<file path="config.mk">
export PLATFORM = sky130hd
export DESIGN_NAME = mc_ctrl_fsm
export DESIGN_NICKNAME = d
export VERILOG_FILES = /design/src/rtl/mc_ctrl_pkg.sv /design/src/rtl/mc_op_class.sv /design/src/rtl/mc_next_state.sv /design/src/rtl/mc_ctl_rom.sv /design/src/rtl/mc_ctrl_fsm.sv
export SDC_FILE = /design/constraint.sdc
export NUM_CORES = 1
export LEC_CHECK = 0
export BUFFER_PORTS_ARGS = -buffer_cell sky130_fd_sc_hd__buf_2
export CAP_MARGIN = 30
export CORE_MARGIN = 5
export CORE_UTILIZATION = 30
export DETAILED_ROUTE_END_ITERATION = 10
export REMOVE_ABC_BUFFERS = 1
export SLEW_MARGIN = 10
export SYNTH_ARGS = -nofsm -noshare
export SYNTH_HDL_FRONTEND = slang
export SYNTH_SLANG_ARGS = --single-unit
</file>
<file path="constraint.sdc">
create_clock -name clk -period 1.95 [get_ports clk]
set_input_delay 0.0975 -clock clk [delete_from_list [all_inputs] [get_ports clk]]
set_output_delay 0.0975 -clock clk [all_outputs]
set_load 0.05 [all_outputs]
</file>
<file path="src/rtl/mc_ctrl_pkg.sv">
// Package: shared state encoding, control-word layout and per-state
// control values for the multicycle control sequencer.
// Assumes a 4-bit state code. Unused codes drive an all-zero word.
package mc_ctrl_pkg;

    localparam int ST_W = 4;
    localparam int OP_W = 6;
    localparam int NUM_CODES = 1 << ST_W;

    localparam logic [ST_W-1:0] ST_FETCH  = 4'd0;
    localparam logic [ST_W-1:0] ST_DECODE = 4'd1;
    localparam logic [ST_W-1:0] ST_MADDR  = 4'd2;
    localparam logic [ST_W-1:0] ST_LDRD   = 4'd3;
    localparam logic [ST_W-1:0] ST_LDWB   = 4'd4;
    localparam logic [ST_W-1:0] ST_STWR   = 4'd5;
    localparam logic [ST_W-1:0] ST_REXE   = 4'd6;
    localparam logic [ST_W-1:0] ST_RWB    = 4'd7;
    localparam logic [ST_W-1:0] ST_BRCMP  = 4'd8;

    typedef enum logic [1:0] {
        OPK_RTYPE  = 2'd0,
        OPK_MEM    = 2'd1,
        OPK_BRANCH = 2'd2,
        OPK_OTHER  = 2'd3
    } op_kind_e;

    typedef struct packed {
        logic       pc_wr;
        logic       pc_cond;
        logic       addr_sel;
        logic       mem_rd;
        logic       mem_wr;
        logic       ir_ld;
        logic       wb_mem;
        logic       pc_sel;
        logic [1:0] alu_mode;
        logic       a_sel;
        logic [1:0] b_sel;
        logic       rf_wr;
        logic       dst_sel;
    } ctl_t;

    localparam int CTL_W = $bits(ctl_t);

    // Control word for one state code. Fields not set here stay zero.
    function automatic ctl_t ctl_for(input logic [ST_W-1:0] s);
        ctl_t c;
        c = '0;
        case (s)
            ST_FETCH: begin
                c.mem_rd = 1'b1;
                c.ir_ld  = 1'b1;
                c.pc_wr  = 1'b1;
                c.b_sel  = 2'd1;
            end
            ST_DECODE: begin
                c.b_sel  = 2'd3;
            end
            ST_MADDR: begin
                c.a_sel  = 1'b1;
                c.b_sel  = 2'd2;
            end
            ST_LDRD: begin
                c.mem_rd   = 1'b1;
                c.addr_sel = 1'b1;
            end
            ST_LDWB: begin
                c.rf_wr  = 1'b1;
                c.wb_mem = 1'b1;
            end
            ST_STWR: begin
                c.mem_wr   = 1'b1;
                c.addr_sel = 1'b1;
            end
            ST_REXE: begin
                c.a_sel    = 1'b1;
                c.alu_mode = 2'd2;
            end
            ST_RWB: begin
                c.rf_wr   = 1'b1;
                c.dst_sel = 1'b1;
            end
            ST_BRCMP: begin
                c.a_sel    = 1'b1;
                c.alu_mode = 2'd1;
                c.pc_cond  = 1'b1;
                c.pc_sel   = 1'b1;
            end
            default: c = '0;
        endcase
        return c;
    endfunction

endpackage

</file>
<file path="src/rtl/mc_op_class.sv">
// Module: opcode classifier.
// Sorts the 6-bit opcode into the instruction kinds the sequencer
// branches on, and flags a load for the address-step split.
// Assumes the opcode values are supplied as parameters.
module mc_op_class
    import mc_ctrl_pkg::*;
#(
    parameter logic [OP_W-1:0] OPC_RTYPE  = 6'h00,
    parameter logic [OP_W-1:0] OPC_LOAD   = 6'h23,
    parameter logic [OP_W-1:0] OPC_STORE  = 6'h2B,
    parameter logic [OP_W-1:0] OPC_BRANCH = 6'h04
) (
    input  logic [OP_W-1:0] op,
    output op_kind_e        kind,
    output logic            is_load
);

    // Purpose: map the opcode to its instruction kind.
    always_comb begin
        if (op == OPC_RTYPE)                       kind = OPK_RTYPE;
        else if (op == OPC_LOAD || op == OPC_STORE) kind = OPK_MEM;
        else if (op == OPC_BRANCH)                 kind = OPK_BRANCH;
        else                                       kind = OPK_OTHER;
    end

    // Purpose: identify the load opcode.
    always_comb is_load = (op == OPC_LOAD);

endmodule

</file>
<file path="src/rtl/mc_next_state.sv">
// Module: next-state function of the sequencer.
// Purely combinational. Uses the opcode only in decode and in the
// address step. Unused state codes fall back to fetch.
module mc_next_state
    import mc_ctrl_pkg::*;
(
    input  logic [ST_W-1:0] cur,
    input  op_kind_e        kind,
    input  logic            is_load,
    output logic [ST_W-1:0] nxt
);

    // Purpose: choose the successor of the current step.
    always_comb begin
        case (cur)
            ST_FETCH:  nxt = ST_DECODE;
            ST_DECODE: begin
                case (kind)
                    OPK_MEM:    nxt = ST_MADDR;
                    OPK_RTYPE:  nxt = ST_REXE;
                    OPK_BRANCH: nxt = ST_BRCMP;
                    default:    nxt = ST_FETCH;
                endcase
            end
            ST_MADDR:  nxt = is_load ? ST_LDRD : ST_STWR;
            ST_LDRD:   nxt = ST_LDWB;
            ST_REXE:   nxt = ST_RWB;
            ST_LDWB, ST_STWR, ST_RWB, ST_BRCMP: nxt = ST_FETCH;
            default:   nxt = ST_FETCH;
        endcase
    end

endmodule

</file>
<file path="src/rtl/mc_ctl_rom.sv">
// Module: output table of the sequencer.
// Builds one control word per state code, as a ROM addressed by the
// state register, and reads out the entry for the current state.
module mc_ctl_rom
    import mc_ctrl_pkg::*;
(
    input  logic [ST_W-1:0] cur,
    output ctl_t            ctl
);

    ctl_t table_q [NUM_CODES];

    // One entry per state code, computed from the package function.
    for (genvar i = 0; i < NUM_CODES; i++) begin : g_row
        assign table_q[i] = ctl_for(ST_W'(i));
    end

    // Purpose: select the entry for the current state.
    always_comb ctl = table_q[cur];

endmodule

</file>
<file path="src/rtl/mc_ctrl_fsm.sv">
// Module: top of the multicycle control sequencer.
// Holds the 4-bit state register and drives the datapath controls from
// the current state alone (Moore). The reset is synchronous and
// active low, and it forces the fetch step.
module mc_ctrl_fsm
    import mc_ctrl_pkg::*;
#(
    parameter logic [OP_W-1:0] OPC_RTYPE  = 6'h00,
    parameter logic [OP_W-1:0] OPC_LOAD   = 6'h23,
    parameter logic [OP_W-1:0] OPC_STORE  = 6'h2B,
    parameter logic [OP_W-1:0] OPC_BRANCH = 6'h04
) (
    input  logic       clk,
    input  logic       rst_n,
    input  logic [5:0] instr_op,
    output logic       pc_wr_en,
    output logic       pc_wr_cond,
    output logic       mem_addr_sel,
    output logic       mem_rd,
    output logic       mem_wr,
    output logic       ir_load,
    output logic       wb_from_mem,
    output logic       pc_next_sel,
    output logic [1:0] alu_mode,
    output logic       alu_a_sel,
    output logic [1:0] alu_b_sel,
    output logic       rf_wr_en,
    output logic       rf_dst_sel
);

    logic [ST_W-1:0] state_q;
    logic [ST_W-1:0] state_d;
    op_kind_e        kind;
    logic            is_load;
    ctl_t            ctl;

    mc_op_class #(
        .OPC_RTYPE (OPC_RTYPE),
        .OPC_LOAD  (OPC_LOAD),
        .OPC_STORE (OPC_STORE),
        .OPC_BRANCH(OPC_BRANCH)
    ) u_class (
        .op     (instr_op),
        .kind   (kind),
        .is_load(is_load)
    );

    mc_next_state u_next (
        .cur    (state_q),
        .kind   (kind),
        .is_load(is_load),
        .nxt    (state_d)
    );

    mc_ctl_rom u_rom (
        .cur(state_q),
        .ctl(ctl)
    );

    // Purpose: state register with synchronous active-low reset.
    always_ff @(posedge clk) begin
        if (!rst_n) state_q <= ST_FETCH;
        else        state_q <= state_d;
    end

    // Purpose: unpack the control word onto the ports.
    always_comb begin
        pc_wr_en     = ctl.pc_wr;
        pc_wr_cond   = ctl.pc_cond;
        mem_addr_sel = ctl.addr_sel;
        mem_rd       = ctl.mem_rd;
        mem_wr       = ctl.mem_wr;
        ir_load      = ctl.ir_ld;
        wb_from_mem  = ctl.wb_mem;
        pc_next_sel  = ctl.pc_sel;
        alu_mode     = ctl.alu_mode;
        alu_a_sel    = ctl.a_sel;
        alu_b_sel    = ctl.b_sel;
        rf_wr_en     = ctl.rf_wr;
        rf_dst_sel   = ctl.dst_sel;
    end

endmodule

</file>
==> metrics <==
status=finished, final reports clean; nets=84; Syn Inst Count=50; Wirelength per Cell=between 10 and 15 um; first-pass GRT wire length=1.566 mm; pin count of the biggest net entering global routing=13; top cells by area, synth=dfxtp_1 20%, ha_1 12%, and2_1 7.8%, nor2b_1 7.8%, buf_4 7.5%; worst path cell trace=inv_1 -> ha_1 -> nor2b_1 -> mux2_2 -> buf_2; Fin Clk Skew=2.095 ps; Crit Path Category=reg2out; Fillers=between 100 and 150; Mapped Area=between 400 and 500 sq um; Port Buffers=22; mux share of post-synthesis cell area=about 2.8%; global route overflow=0; post-route cell area=519.2 sq um; fmax=0.6213 GHz; DRT Pass-1 Iters=3; Adder-Cell Fraction of Synth Area=12.46%; worst rel slew slack=76.07%; clk sink count=4; data required time of the critical path=1850 ps; CP max stage cell=dfxtp_1; vias=approximately 420; CTS Hold Bufs=0; Die Y=46.59 um; Seq cells post-synth=4; Largest regs=state_q (4); top-area cell type share of the netlist area=19.94%; cell family with most CP delay=flip-flops; maximum vdd drop=0.0004583 V; # IOs=23; GP Congestion=approximately 0.74; Synth Area per Inst=between 8 and 9 sq um; multi-input logic area=between 200 and 300 sq um; Max clock buf depth=2; Ys Warns=0; layout cells sized above 1=40.00%; minimum clock period=~1600 ps; crit path DAT=1510 ps; main combinational cell family by area after synthesis=simple AND/OR/NAND/NOR gates; n_diodes=0; cts bufs inserted=3; Max-Cap Viols=0; PD cells=501.1 nW/um^2; worst-margin pin slew=354.0 ps; latest clock arrival within the worst-skew pair=230 ps; CTS tree=done; Post-Synth Simple-Gate Area=40.50%; Pleak=0.2485 nW; placed cell area=496.7 sq um; Worst setup EP type=primary output; Final setup viols=0; Synth Area in XOR/XNOR=0%; max reg flops=4; Iter 0 DRT Violations=3; clk slew on worst S/H paths=roughly 40 ps; Core Rows=13; Total Wirelength=about 940 um; Post-CTS Setup Inserts=0; dpl hpwl=~770 um; biggest area consumer among synthesized cells=dfxtp_1; antenna viol nets, final=0; vias in the first global route=405; initial cell density of the core=between 30% and 40%; H-tree depth=1; post-CTS sizing=0; CORE AREA=around 1300 sq um; critical path startpoint category=flip-flop; worst hold path class=in2reg; initial antenna violation count=0; Min Hold Slack=145.9 ps; compound-cell area share of the yosys netlist=14.02%; Hold Fails Final Rpt=0; RSZ-0062 raised after global routing=no; Critical Path Max Stage Delay=between 300 and 400 ps; vias per cell=between 4 and 5; WP buf/inv=2; crit share post-route=82.54%; max-slew violations=0; total track usage=10.35%; Netlist cell types=25; synth-to-layout area growth=29.28%; DRC Markers=0; clk root buf=clkbuf_4; DIE WIDTH=approximately 47 um; crit path max fanout=4; largest reg by FF count=state_q; sequential-to-total area share from yosys stat=19.94%; register area=80.08 sq um; die area=about 2200 sq um
[report_power, final]
part / total [mW] / switching, mW / leakage, nW / internal, mW
clock network: 0.0990 / 0.0304 / 0.0138 / 0.0686
registers: 0.0862 / 0.00191 / 0.0326 / 0.0843
logic: 0.0750 / 0.0511 / 0.202 / 0.0239
total: 0.260 / 0.0834 / 0.248 / 0.177
[final cells by class]
class | count | area share, %
Clock buffer | 3 | 4.337
Inverter | 2 | 1.446
Multi-Input combinational cell | 39 | 53.98
Sequential cell | 4 | 15.42
Timing Repair Buffer | 22 | 21.20
Tap cell | 15 | 3.614
[layer usage]
layer | part of all wire [%] | vias to the layer above | global-route usage (%) | routed length (um)
li1 | - | 218 | - | -
met1 | 48 | 182 | 11.72 | 451
met2 | 41 | 17 | 16.21 | 390
met3 | 11 | 0 | 6.250 | 101
met4 | 0 | 0 | 2.841 | 0
met5 | 0 | - | 0 | 0
[worst paths after layout]
kind / slack (ps) / end / cells past startpoint / start
setup reg to reg: 410 / state_q[1] / 5 / state_q[1]
hold reg to reg: 750 / state_q[0] / 2 / state_q[3]
setup / recovery: 340 / alu_a_sel / 5 / state_q[0]
hold / removal: 150 / state_q[3] / 2 / rst_n
[worst reg2reg max path, cell delays in order, from the launching register on]
cell	delay, ps
dfxtp_1	320
inv_1	80
ha_1	230
or2b_2	300
or4_1	390
a21oi_1	140
[cells in the final DEF (no fill, tap or decap)]
cell type	instances
buf_2	22
nand3_1	1
o21a_1	1
dfxtp_1	4
mux2_2	1
nand3b_1	1
nor3b_1	1
nand2_1	1
a21oi_1	2
nor3_1	3
nor2b_1	5
o2111a_1	1
nor4b_1	1
or2b_2	1
and2_1	5
clkbuf_4	3
o21ai_0	3
nor4_1	1
a31oi_1	2
nand2b_1	1
nor2_1	1
ha_1	4
or4_1	2
nor4_2	1
inv_1	2
[per-stage QoR]
step | total power, mW | cells | util, % | setup WS, ps | setup TNS (ps)
global route | 0.2797 | 85 | 40.41 | 230.4 | 0
CTS | 0.2677 | 85 | 40.41 | 319.8 | 0
floorplan | 0.1393 | 45 | - | -257.2 | -525.1
detailed placement | 0.1628 | 82 | 38.66 | 427.3 | 0
finish | 0.2602 | 85 | 40.41 | 340.4 | 0
global placement | 0.1624 | 82 | 38.66 | 478.3 | 0
[cell families (layout without fill, tap and decap cells)]
group           Yosys count  in the layout
flops                     4              4
fa+ha+maj                 4              4
simple gates             25             25
buf+inv                   7             27
compound gates            9              9
mux                       1              1
[Yosys cell counts (all sizes together)]
cell	count
a21oi	2
a31oi	2
and2	5
buf	4
clkbuf	1
dfxtp	4
ha	4
inv	2
mux2	1
nand2	1
nand2b	1
nand3	1
nand3b	1
nor2	1
nor2b	5
nor3	3
nor3b	1
nor4	2
nor4b	1
o2111a	1
o21a	1
o21ai	3
or2b	1
or4	2
Power figures use the tool's default switching activity.
